`config.mk`:
```
export PLATFORM = sky130hd
export DESIGN_NAME = flash_status_rdpath
export DESIGN_NICKNAME = d
export VERILOG_FILES = /design/src/rtl/fsr_pkg.sv /design/src/rtl/fsr_strobe_det.sv /design/src/rtl/fsr_toggle.sv /design/src/rtl/fsr_out_mux.sv /design/src/rtl/flash_status_rdpath.sv
export SDC_FILE = /design/constraint.sdc
export NUM_CORES = 1
export LEC_CHECK = 0
export ABC_AREA = 0
export BUFFER_PORTS_ARGS = -buffer_cell sky130_fd_sc_hd__buf_2
export CORE_AREA = 2 2 46 48
export DETAILED_ROUTE_END_ITERATION = 10
export DIE_AREA = 0 0 48 50
export PLACE_DENSITY_LB_ADDON = 0.08
export SLEW_MARGIN = 20
export SYNTH_ARGS = -nofsm -noshare
export SYNTH_HDL_FRONTEND = slang
export SYNTH_SLANG_ARGS = --single-unit
```
`constraint.sdc`:
```
create_clock -name clk -period 1.3 [get_ports clk]
set_input_delay 0.195 -clock clk [delete_from_list [all_inputs] [get_ports clk]]
set_output_delay 0.195 -clock clk [all_outputs]
set_load 0.01 [all_outputs]
```
`src/rtl/fsr_pkg.sv`:
```
`timescale 1ns/1ps
package fsr_pkg;
    typedef enum logic {
        OP_PROGRAM = 1'b0,
        OP_ERASE   = 1'b1
    } op_kind_t;

    // Toggle state carried between clocks
    typedef struct packed {
        logic busy;
        logic tog;
    } tog_state_t;
endpackage

```
`src/rtl/fsr_strobe_det.sv`:
```
`timescale 1ns/1ps
module fsr_strobe_det (
    input  logic clk,
    input  logic rst_n,
    input  logic ce_n,
    input  logic oe_n,
    input  logic we_n,
    output logic rd_en,
    output logic rd_strobe
);
    typedef struct packed {
        logic rd_en;
    } det_state_t;

    det_state_t st_d, st_q;

    always_comb begin
        rd_en     = !ce_n && !oe_n && we_n;
        st_d      = st_q;
        st_d.rd_en = rd_en;
        rd_strobe = rd_en && !st_q.rd_en;
    end

    always_ff @(posedge clk) begin
        if (!rst_n) st_q <= '0;
        else        st_q <= st_d;
    end

    // A strobe never repeats on consecutive clocks
    assert_strobe_single_R7: assert property (@(posedge clk) disable iff (!rst_n)
        rd_strobe |=> !rd_strobe);
endmodule

```
`src/rtl/fsr_toggle.sv`:
```
`timescale 1ns/1ps
module fsr_toggle
    import fsr_pkg::*;
(
    input  logic clk,
    input  logic rst_n,
    input  logic busy,
    input  logic rd_strobe,
    output logic tog_now
);
    tog_state_t st_d, st_q;
    logic       op_begin;

    always_comb begin
        op_begin  = busy && !st_q.busy;
        st_d      = st_q;
        st_d.busy = busy;
        if (op_begin)
            st_d.tog = rd_strobe;          // restart at 0, then count this read
        else if (busy && rd_strobe)
            st_d.tog = !st_q.tog;
        tog_now = st_d.tog;
    end

    always_ff @(posedge clk) begin
        if (!rst_n) st_q <= '0;
        else        st_q <= st_d;
    end

    assert_flip_per_read_R6: assert property (@(posedge clk) disable iff (!rst_n)
        (busy && st_q.busy && rd_strobe) |=> (st_q.tog != $past(st_q.tog)));

    assert_hold_no_read_R9: assert property (@(posedge clk) disable iff (!rst_n)
        (!rd_strobe && !(busy && !st_q.busy)) |=> $stable(st_q.tog));

    assert_idle_no_flip_R9: assert property (@(posedge clk) disable iff (!rst_n)
        (!busy) |=> $stable(st_q.tog));

    assert_restart_R9: assert property (@(posedge clk) disable iff (!rst_n)
        (busy && !st_q.busy && !rd_strobe) |=> !st_q.tog);
endmodule

```
`src/rtl/fsr_out_mux.sv`:
```
`timescale 1ns/1ps
module fsr_out_mux
    import fsr_pkg::*;
#(
    parameter int ADDR_W = 17,
    parameter int DATA_W = 8
) (
    input  logic              clk,
    input  logic              rst_n,
    input  logic              rd_en,
    input  logic              busy,
    input  op_kind_t          kind,
    input  logic [ADDR_W-1:0] ld_addr,
    input  logic              ld_top,
    input  logic [ADDR_W-1:0] rd_addr,
    input  logic [DATA_W-1:0] arr_data,
    input  logic              tog_now,
    output logic [DATA_W-1:0] dout,
    output logic              dout_oe
);
    localparam int POLL_BIT = DATA_W - 1;
    localparam int TOG_BIT  = DATA_W - 2;

    typedef struct packed {
        logic              oe;
        logic [DATA_W-1:0] data;
    } out_state_t;

    out_state_t st_d, st_q;

    always_comb begin
        st_d    = '0;
        st_d.oe = rd_en;
        if (rd_en) begin
            st_d.data = arr_data;
            if (busy) begin
                st_d.data[TOG_BIT] = tog_now;
                if (kind == OP_ERASE)
                    st_d.data[POLL_BIT] = 1'b0;
                else if (rd_addr == ld_addr)
                    st_d.data[POLL_BIT] = !ld_top;
            end
        end
    end

    always_ff @(posedge clk) begin
        if (!rst_n) st_q <= '0;
        else        st_q <= st_d;
    end

    assign dout    = st_q.data;
    assign dout_oe = st_q.oe;

    assert_poll_match_R3: assert property (@(posedge clk) disable iff (!rst_n)
        (rd_en && busy && kind == OP_PROGRAM && rd_addr == ld_addr)
        |=> (dout[POLL_BIT] == !$past(ld_top)));

    assert_poll_other_R4: assert property (@(posedge clk) disable iff (!rst_n)
        (rd_en && busy && kind == OP_PROGRAM && rd_addr != ld_addr)
        |=> (dout[POLL_BIT] == $past(arr_data[POLL_BIT])));

    assert_erase_low_R5: assert property (@(posedge clk) disable iff (!rst_n)
        (rd_en && busy && kind == OP_ERASE) |=> !dout[POLL_BIT]);

    assert_low_bits_R6: assert property (@(posedge clk) disable iff (!rst_n)
        rd_en |=> (dout[TOG_BIT-1:0] == $past(arr_data[TOG_BIT-1:0])));
endmodule

```
`src/rtl/flash_status_rdpath.sv`:
```
`timescale 1ns/1ps
module flash_status_rdpath
    import fsr_pkg::*;
#(
    parameter int ADDR_W = 17
) (
    input  logic              clk,
    input  logic              rst_n,
    input  logic              op_busy,
    input  logic              op_erase,
    input  logic [ADDR_W-1:0] ld_addr,
    input  logic [7:0]        ld_data,
    input  logic              ce_n,
    input  logic              oe_n,
    input  logic              we_n,
    input  logic [ADDR_W-1:0] rd_addr,
    input  logic [7:0]        arr_data,
    output logic [7:0]        dout,
    output logic              dout_oe
);
    localparam int DATA_W = 8;

    logic     rd_en;
    logic     rd_strobe;
    logic     tog_now;
    op_kind_t kind;
    logic     unused_ld_bits;

    assign kind           = op_kind_t'(op_erase);
    assign unused_ld_bits = ^ld_data[DATA_W-2:0];

    fsr_strobe_det u_det (
        .clk       (clk),
        .rst_n     (rst_n),
        .ce_n      (ce_n),
        .oe_n      (oe_n),
        .we_n      (we_n),
        .rd_en     (rd_en),
        .rd_strobe (rd_strobe)
    );

    fsr_toggle u_tog (
        .clk       (clk),
        .rst_n     (rst_n),
        .busy      (op_busy),
        .rd_strobe (rd_strobe),
        .tog_now   (tog_now)
    );

    fsr_out_mux #(
        .ADDR_W (ADDR_W),
        .DATA_W (DATA_W)
    ) u_mux (
        .clk      (clk),
        .rst_n    (rst_n),
        .rd_en    (rd_en),
        .busy     (op_busy),
        .kind     (kind),
        .ld_addr  (ld_addr),
        .ld_top   (ld_data[DATA_W-1]),
        .rd_addr  (rd_addr),
        .arr_data (arr_data),
        .tog_now  (tog_now),
        .dout     (dout),
        .dout_oe  (dout_oe)
    );

    assert_true_data_R2: assert property (@(posedge clk) disable iff (!rst_n)
        (rd_en && !op_busy) |=> (dout_oe && dout == $past(arr_data)));

    assert_quiet_R2: assert property (@(posedge clk) disable iff (!rst_n)
        (!rd_en) |=> (!dout_oe && dout == '0));

    assert_write_blocks_R10: assert property (@(posedge clk) disable iff (!rst_n)
        (!we_n) |=> !dout_oe);
endmodule

```
==> reports/metrics.yaml, run 1 <==
cts.sinks: 11
skew_ns: 0.00484
path_class: "reg2reg"
die_width_um: 48
setup_violations: 0
diodes: 0
clk_pin_slew_worst_paths_ns: 0.07
area_growth_pct: 60.1
cts_hold_buf: 0
gr-usage-all-layers_pct: 12.1
rsz0062_at_grt: "false"
grt-ovfl-total: 0
dpl-instance-area_um2: 913
yosys_warnings: 0
nNetsFinal: 178
period_needed_ns: 1.15
grt_pass1_vias: 628
crit_path_start: "u_det.st_q"
internal_power_uw: 555
antenna_found_initial: 0
clockPowerShare_pct: 31.0
clkLatencyLatePin_ns: 0.26
layout-drive-gt1-share_pct: 55.0
tightest_slew_ns: 0.333
setup_slack_ns: 0.151
preCtsSetupSlack_ns: -0.107
synth.distinct_cells: 19
swShare_pct: 23.8
power.leakage_nw: 0.496
p_total_uw: 728
io_pins: 66
layout_commonest_cell: "buf_2"
max_stage_delay_ns: 0.37
end_kind: "flip-flop"
drt_first_pass_iters: 4
ant_nets: 0
initial_utilization_pct: 30.9
hold_viol: 0
num_vias: 615
hpwl_um: 1160
relSlewSlack_pct: 77.7
fin_crit_sh_pct: 88.4
outcome: "finished clean"
postCtsSetupRepairBufs: 0
final_util_pct: 49.4
wl_per_cell_um: 9.05
seq_power_share_pct: 47.6
worstPathCellList: "nor4b_2 -> xor2_1 -> nand2_1 -> o211a_1"
crit_slowest_cell: "nor4b_2"
design_area_um2: 940
final_cell_mix: "buf_2 (58), xor2_1 (16), dfxtp_1 (11)"
syn_area_per_cell_um2: 10.1
r2r_setup_slack_ns: 0.15
r2r-start: "u_det.st_q"
die_y_um: 50
seq_area_frac_synth_pct: 37.5
row_count: 16
required_ns: 1.45
ir_drop_mv: 0.567
post_cts_resized: 0
fill_cells: 174
crit_fanout: 3
endpoint: "u_mux.dout[6]"
cts_tree: "yes"
combPwrFrac_pct: 21.5
r2r_cells: 4
fmax_mhz: 871
synth_seq_cells: 11
p_sw_uw: 173
max_cap_violations: 0
cp.depth: 4
place.gp.congestion: 0.603
instances_no_fill: 147
cts_buffer_depth: 2
drv_slew: 0
cp_data_arrival_time_ns: 1.30
syn_nets: 115
cts_root_buffer: "clkbuf_4"
startpoint_type: "flip-flop"
post-place-cells: 143
die_area_um2: 2400
numCtsBuffers: 3
min_path_type: "in2reg"
h-tree-depth: 1
r2r_end: "u_mux.dout[6]"
drt_iter0_drc: 7
crit_family: "simple AND/OR/NAND/NOR gates"
critPathBufInv: 0
syn_area_um2: 587
core-area_um2: 1900
grt_max_degree: 11
vias_per_cell: 4.18
finalWirelength_um: 1330
io_buffers: 58
syn-instance-count: 58
power.density_nw_per_um2: 775
grt_pass1_wl_um: 2120
drc_errors: 0
flip-flops by register name (all words and copies together), names as in the netlist:
| signal | flops |
|---|---|
| u_det.st_q | 1 |
| u_tog.st_q | 2 |
| u_mux.dout | 8 |
synth_stat cells, drive strengths merged:
library cell	instances	area share, %
xor2	18	29
dfxtp	11	38
and2	7	7.5
nand2	4	2.6
nor4	4	5.3
nand3	2	1.7
nor2	2	1.3
buf	1	0.85
mux2	1	1.9
mux2i	1	1.7
nand4	1	1.1
nor2b	1	1.1
nor4b	1	2.6
nor4bb	1	1.7
o211a	1	1.7
o21a	1	1.3
o21ai	1	0.85
layer usage:
metal	track usage, %	routed length (um)
met5	0	0
met2	22.7	664
met1	11.2	530
met3	2.93	135
met4	5.86	0
area by class of cell:
cell class,instances,area [um^2],share of cell area (%)
Sequential cell,11,220,23.4
Tap cell,27,33.8,3.60
Timing Repair Buffer,59,298,31.7
Clock buffer,4,26.3,2.80
Multi-Input combinational cell,46,362,38.5
worst min path at each step:
stage           startpoint       endpoint  cells after the start
2_1_floorplan        rst_n  u_tog.st_q[0]                      1
3_3_place_gp   arr_data[1]  u_mux.dout[1]                      2
3_5_place_dp   arr_data[4]  u_mux.dout[4]                      2
4_1_cts        arr_data[4]  u_mux.dout[4]                      2
5_1_grt        arr_data[4]  u_mux.dout[4]                      2
6_report       arr_data[4]  u_mux.dout[4]                      2
metrics by stage:
stage / TNS [ns] / hold WS (ns)
floorplan: 0 / 0.312
global placement: -0.119 / 0.395
detailed placement: -0.107 / 0.398
CTS: 0 / 0.120
global route: 0 / 0.107
finish: 0 / 0.128
cell families (layout without fill, tap and decap cells):
| group | Yosys count | in the layout | share of synthesized area (%) |
|---|---|---|---|
| xor+xnor | 18 | 18 | 29.4 |
| mux | 2 | 2 | 3.62 |
| flops | 11 | 11 | 37.5 |
| compound gates | 3 | 3 | 3.84 |
| simple gates | 23 | 23 | 24.7 |
| buf+inv | 1 | 63 | 0.852 |
power by group through the flow:
stage	clock [mW]	sequential (mW)	combinational, mW
global placement	0	0.354	0.155
detailed placement	0	0.354	0.158
floorplan	0	0.357	0.0576
CTS	0.243	0.346	0.159
global route	0.265	0.347	0.175
finish	0.225	0.346	0.156
No activity file was read; power rests on OpenSTA's default activity.
==> run 2, diff against run 1 <==
Settings changed: CORE_AREA 2 2 46 48 to 3 3 49 51, DIE_AREA 0 0 48 50 to 0 0 52 54.
Clock period 1.3 ns to 1 ns, I/O delays scaled along.
==> run 2 against run 1 <==
  * The flow now finishes with violations (setup timing)
  * Largest power group unchanged
  * Clock skew fell by 0.00053 ns
  * First-iteration DRC count fell by 100%
  * Die area rose by 17%
  * Critical path type unchanged
  * Via count rose by 0.33%
==> reports/metrics.yaml, run 2 (synthesized netlist as in run 1, its figures left out) <==
relSlewSlack_pct: 80.5
setup_slack_ns: -0.0654
fin_crit_sh_pct: 107
grt_max_degree: 11
clkLatencyLatePin_ns: 0.27
final_util_pct: 49.0
hold_viol: 0
area_growth_pct: 65.5
startpoint_type: "flip-flop"
largest_reg_flops: 8
grt_pass1_vias: 542
crit_slowest_cell: "dfxtp_2"
layout-drive-gt1-share_pct: 57.9
layout_commonest_cell: "buf_2"
drc_errors: 0
io_pins: 66
setup_violations: 2
row_count: 16
die_y_um: 54
core-area_um2: 1980
critPathBufInv: 0
io_buffers: 58
fmax_mhz: 939
vias_per_cell: 4.17
max_stage_delay_ns: 0.33
r2r_end: "u_mux.dout[6]"
cp_data_arrival_time_ns: 1.23
die_area_um2: 2810
grt-ovfl-total: 0
finalSetupTns_ns: -0.0838
num_vias: 617
top_layer_used: "met3"
cts_root_buffer: "clkbuf_4"
skew_ns: 0.00431
cts_tree: "yes"
end_kind: "flip-flop"
rsz0062_at_grt: "true"
holdPathEnd: "u_mux.dout[3]"
p_total_uw: 966
ir_drop_mv: 0.816
numCtsBuffers: 3
r2r_cells: 4
max_cap_violations: 0
h-tree-depth: 1
drt_iter0_drc: 0
hpwl_um: 1280
nNetsFinal: 179
power.leakage_nw: 0.510
crit_family: "simple AND/OR/NAND/NOR gates"
grt_pass1_wl_um: 1990
wl_met2_um: 822
violations: "setup timing"
met3WireLength_um: 110
ant_nets: 0
antenna_found_initial: 0
internal_power_uw: 723
wl_per_cell_um: 9.83
place.gp.congestion: 0.601
combPwrFrac_pct: 22.5
period_needed_ns: 1.07
required_ns: 1.17
tightest_slew_ns: 0.289
final_cell_mix: "buf_2 (57), xor2_1 (16), dfxtp_1 (10)"
drv_slew: 0
crit_fanout: 3
outcome: "complete, but fails checks"
path_class: "reg2reg"
die_width_um: 52
worstPathCellList: "nor4b_4 -> xor2_1 -> nand2_1 -> o211a_1"
crit_path_start: "u_det.st_q"
r2r_setup_slack_ns: -0.07
min_path_type: "in2reg"
r2r-start: "u_det.st_q"
finalWirelength_um: 1460
cts.sinks: 11
diodes: 0
power.density_nw_per_um2: 995
seq_power_share_pct: 46.6
clk_pin_slew_worst_paths_ns: 0.07
p_sw_uw: 242
swShare_pct: 25.1
initial_utilization_pct: 29.6
hp-start: "arr_data[3]"
cts_buffer_depth: 2
drt_first_pass_iters: 1
hold_depth: 2
clockPowerShare_pct: 30.9
met1_length_um: 522
gr-usage-all-layers_pct: 9.77
[run 2: per-stage QoR]
stage          instance area, um^2  hold slack, ns  worst slack, ns  instances
2_1_floorplan                  596           0.267          -0.0960         58
3_3_place_gp                   930           0.349           -0.328        144
3_5_place_dp                   930           0.354           -0.388        144
4_1_cts                        965          0.0670          -0.0878        148
5_1_grt                        971          0.0782           -0.159        148
6_report                       971          0.0745          -0.0654        148
[run 2: how the worst max path moves through the flow]
stage / end / depth (start not counted) / slack (ns)
2_1_floorplan: u_mux.dout[7] / 5 / -0.1
3_3_place_gp: u_mux.dout[7] / 6 / -0.33
3_5_place_dp: u_mux.dout[7] / 6 / -0.39
4_1_cts: u_mux.dout[6] / 4 / -0.09
5_1_grt: u_mux.dout[6] / 4 / -0.16
6_report: u_mux.dout[6] / 4 / -0.07
[run 2: power groups by stage]
stage          logic, mW  clock network [mW]  registers, mW
3_5_place_dp       0.213                   0          0.461
4_1_cts            0.217               0.314          0.451
2_1_floorplan     0.0772                   0          0.464
3_3_place_gp       0.210                   0          0.461
5_1_grt            0.242               0.335          0.451
6_report           0.217               0.298          0.450
[run 2: cell type report]
type	instances	area, um^2
Tap cell	27	33.8
Clock inverter	1	5.00
Fill cell	189	1010
Clock buffer	3	22.5
Multi-Input combinational cell	46	377
Sequential cell	11	221
Timing Repair Buffer	60	312
[run 2: what timing repair did]
| item | 4_1_cts | 5_1_grt |
|---|---|---|
| pin swaps | 3 | 1 |
| cloned | 0 | 0 |
| hold buffers | 0 | 0 |
| resized for setup | 3 | 1 |
| setup endpoints to repair | 3 | 3 |
| setup buffers | 0 | 0 |
[run 2: per-layer routing]
metal | vias up | track usage [%]
met5 | - | 0
met4 | 0 | 6.55
met3 | 0 | 3.32
met2 | 25 | 17.4
met1 | 271 | 9.62
li1 | 321 | -
==> run 3, diff against run 2 <==
==> constraint.sdc (replaced) <==
create_clock -name clk -period 1 [get_ports clk]
set_input_delay 0.2 -clock clk [delete_from_list [all_inputs] [get_ports clk]]
set_output_delay 0.2 -clock clk [all_outputs]
set_load 0.01 [all_outputs]
==> run 3 against run 2 <==
  * The run still ends with setup timing left
  * Clock skew is 0.0041 ns lower
  * Critical endpoint is now u_mux.dout[7]
  * Die area stayed put
  * Via count is 1.1% lower
  * Largest power group unchanged
  * Flip-flop and latch count stayed put
  * Critical path depth is 2 higher
  * Critical path type is now in2reg
  * First-iteration DRC count is 2 higher
  * Clock power hardly changed
  * Global-route usage is 0.82 points higher
==> reports/metrics.yaml, run 3 (synthesized netlist as in run 1, its figures left out) <==
outcome: "complete, but fails checks"
violations: "setup timing"
preCtsSetupSlack_ns: -0.415
hpwl_um: 1260
grt-ovfl-total: 0
r2r_end: "u_mux.dout[6]"
cp.depth: 6
crit_path_start: "ld_addr[10]"
end_kind: "flip-flop"
path_class: "in2reg"
grt_max_degree: 10
max_cap_violations: 0
die_area_um2: 2810
final_cell_mix: "buf_2 (58), xor2_1 (16), dfxtp_1 (10)"
power.leakage_nw: 0.505
crit_slowest_cell: "nor4_2"
required_ns: 1.20
period_needed_ns: 1.09
grt_pass1_vias: 521
setup_violations: 2
clk_pin_slew_worst_paths_ns: 0.07
diodes: 0
antenna_found_initial: 0
max_stage_delay_ns: 0.28
cp_data_arrival_time_ns: 1.30
endpoint: "u_mux.dout[7]"
finalSetupTns_ns: -0.146
crit_fanout: 1
startpoint_type: "input pin"
place.gp.congestion: 0.699
fin_crit_sh_pct: 109
ant_nets: 0
io_pins: 66
crit_family: "simple AND/OR/NAND/NOR gates"
tightest_slew_ns: 0.336
die_width_um: 52
cts.sinks: 11
drv_slew: 0
instances_no_fill: 148
grt_pass1_wl_um: 2150
finalWirelength_um: 1490
hold_viol: 0
critPathBufInv: 1
gr-usage-all-layers_pct: 10.6
cts_tree: "yes"
layout_commonest_cell: "buf_2"
cts_root_buffer: "clkbuf_4"
area_growth_pct: 64.2
initial_utilization_pct: 29.6
worstPathCellList: "buf_2 -> xor2_1 -> nor4_2 -> nand4_1 -> nor4_2 -> mux2i_1"
h-tree-depth: 1
core-area_um2: 1980
skew_ns: 0.000244
postCtsSetupRepairBufs: 0
crit_top_cell: "nor4_2"
rsz0062_at_grt: "true"
r2r_cells: 4
drt_iter0_drc: 2
power.density_nw_per_um2: 1000
clkLatencyLatePin_ns: 0.27
dpl-instance-area_um2: 931
drt_first_pass_iters: 2
post-place-cells: 144
design_area_um2: 963
largest_reg_flops: 8
wl_per_cell_um: 10.1
r2r_setup_slack_ns: -0.05
drc_errors: 0
min_path_type: "in2reg"
layout-drive-gt1-share_pct: 57.0
num_vias: 610
row_count: 16
nNetsFinal: 179
ir_drop_mv: 0.728
cts_buffer_depth: 2
vias_per_cell: 4.12
setup_slack_ns: -0.0943
numCtsBuffers: 3
io_buffers: 58
r2r-start: "u_det.st_q"
fmax_mhz: 914
relSlewSlack_pct: 77.3
die_y_um: 54
[run 3: changes by cell type in the layout (fill, tap and decap cells not counted)]
cell / change
clkinv_2: -1
buf_6: -1
clkbuf_1: +1
buf_2: +1
[run 3: cell type report]
class	instances	area (um^2)
Clock buffer	4	26.3
Fill cell	196	1020
Multi-Input combinational cell	46	377
Sequential cell	11	221
Tap cell	27	33.8
Timing Repair Buffer	60	305
[run 3: worst min-delay path by stage]
| stage | from | endpoint | cells after the start |
|---|---|---|---|
| after global routing | arr_data[1] | u_mux.dout[1] | 2 |
| after global placement | arr_data[4] | u_mux.dout[4] | 2 |
| after CTS | arr_data[3] | u_mux.dout[3] | 2 |
| after detailed placement | arr_data[2] | u_mux.dout[2] | 2 |
| final | arr_data[3] | u_mux.dout[3] | 2 |
| after floorplan | rst_n | u_tog.st_q[0] | 1 |
[run 3: what timing repair did]
action                                  in CTS  in global routing
endpoints found under the setup margin       3                  3
pin swaps                                    0                  1
gates resized for setup                      1                  1
cloned                                       0                  0
hold buffers                                 0                  0
[run 3: where the power goes]
group | internal (mW) | total, mW | leakage (nW) | switching [mW]
registers | 0.448 | 0.451 | 0.0898 | 0.00282
clock network | 0.154 | 0.299 | 0.0150 | 0.144
logic | 0.126 | 0.217 | 0.400 | 0.0911
[run 3: per-stage QoR]
stage	total power, mW	utilization, %	hold WS [ns]
global route	1.03	48.6	0.122
floorplan	0.541	-	0.317
global placement	0.671	47.0	0.399
CTS	0.985	48.3	0.120
finish	0.966	48.6	0.130
detailed placement	0.674	47.0	0.405
[run 3: metal layers]
| metal | share of wire, % | track usage, % | vias to the layer above | wire [um] |
|---|---|---|---|---|
| met2 | 51 | 17.8 | 30 | 762 |
| li1 | - | - | 319 | - |
| met4 | 0 | 2.62 | 0 | 0 |
| met1 | 37 | 11.5 | 261 | 545 |
| met5 | 0 | 0 | - | 0 |
| met3 | 12 | 6.09 | 0 | 182 |
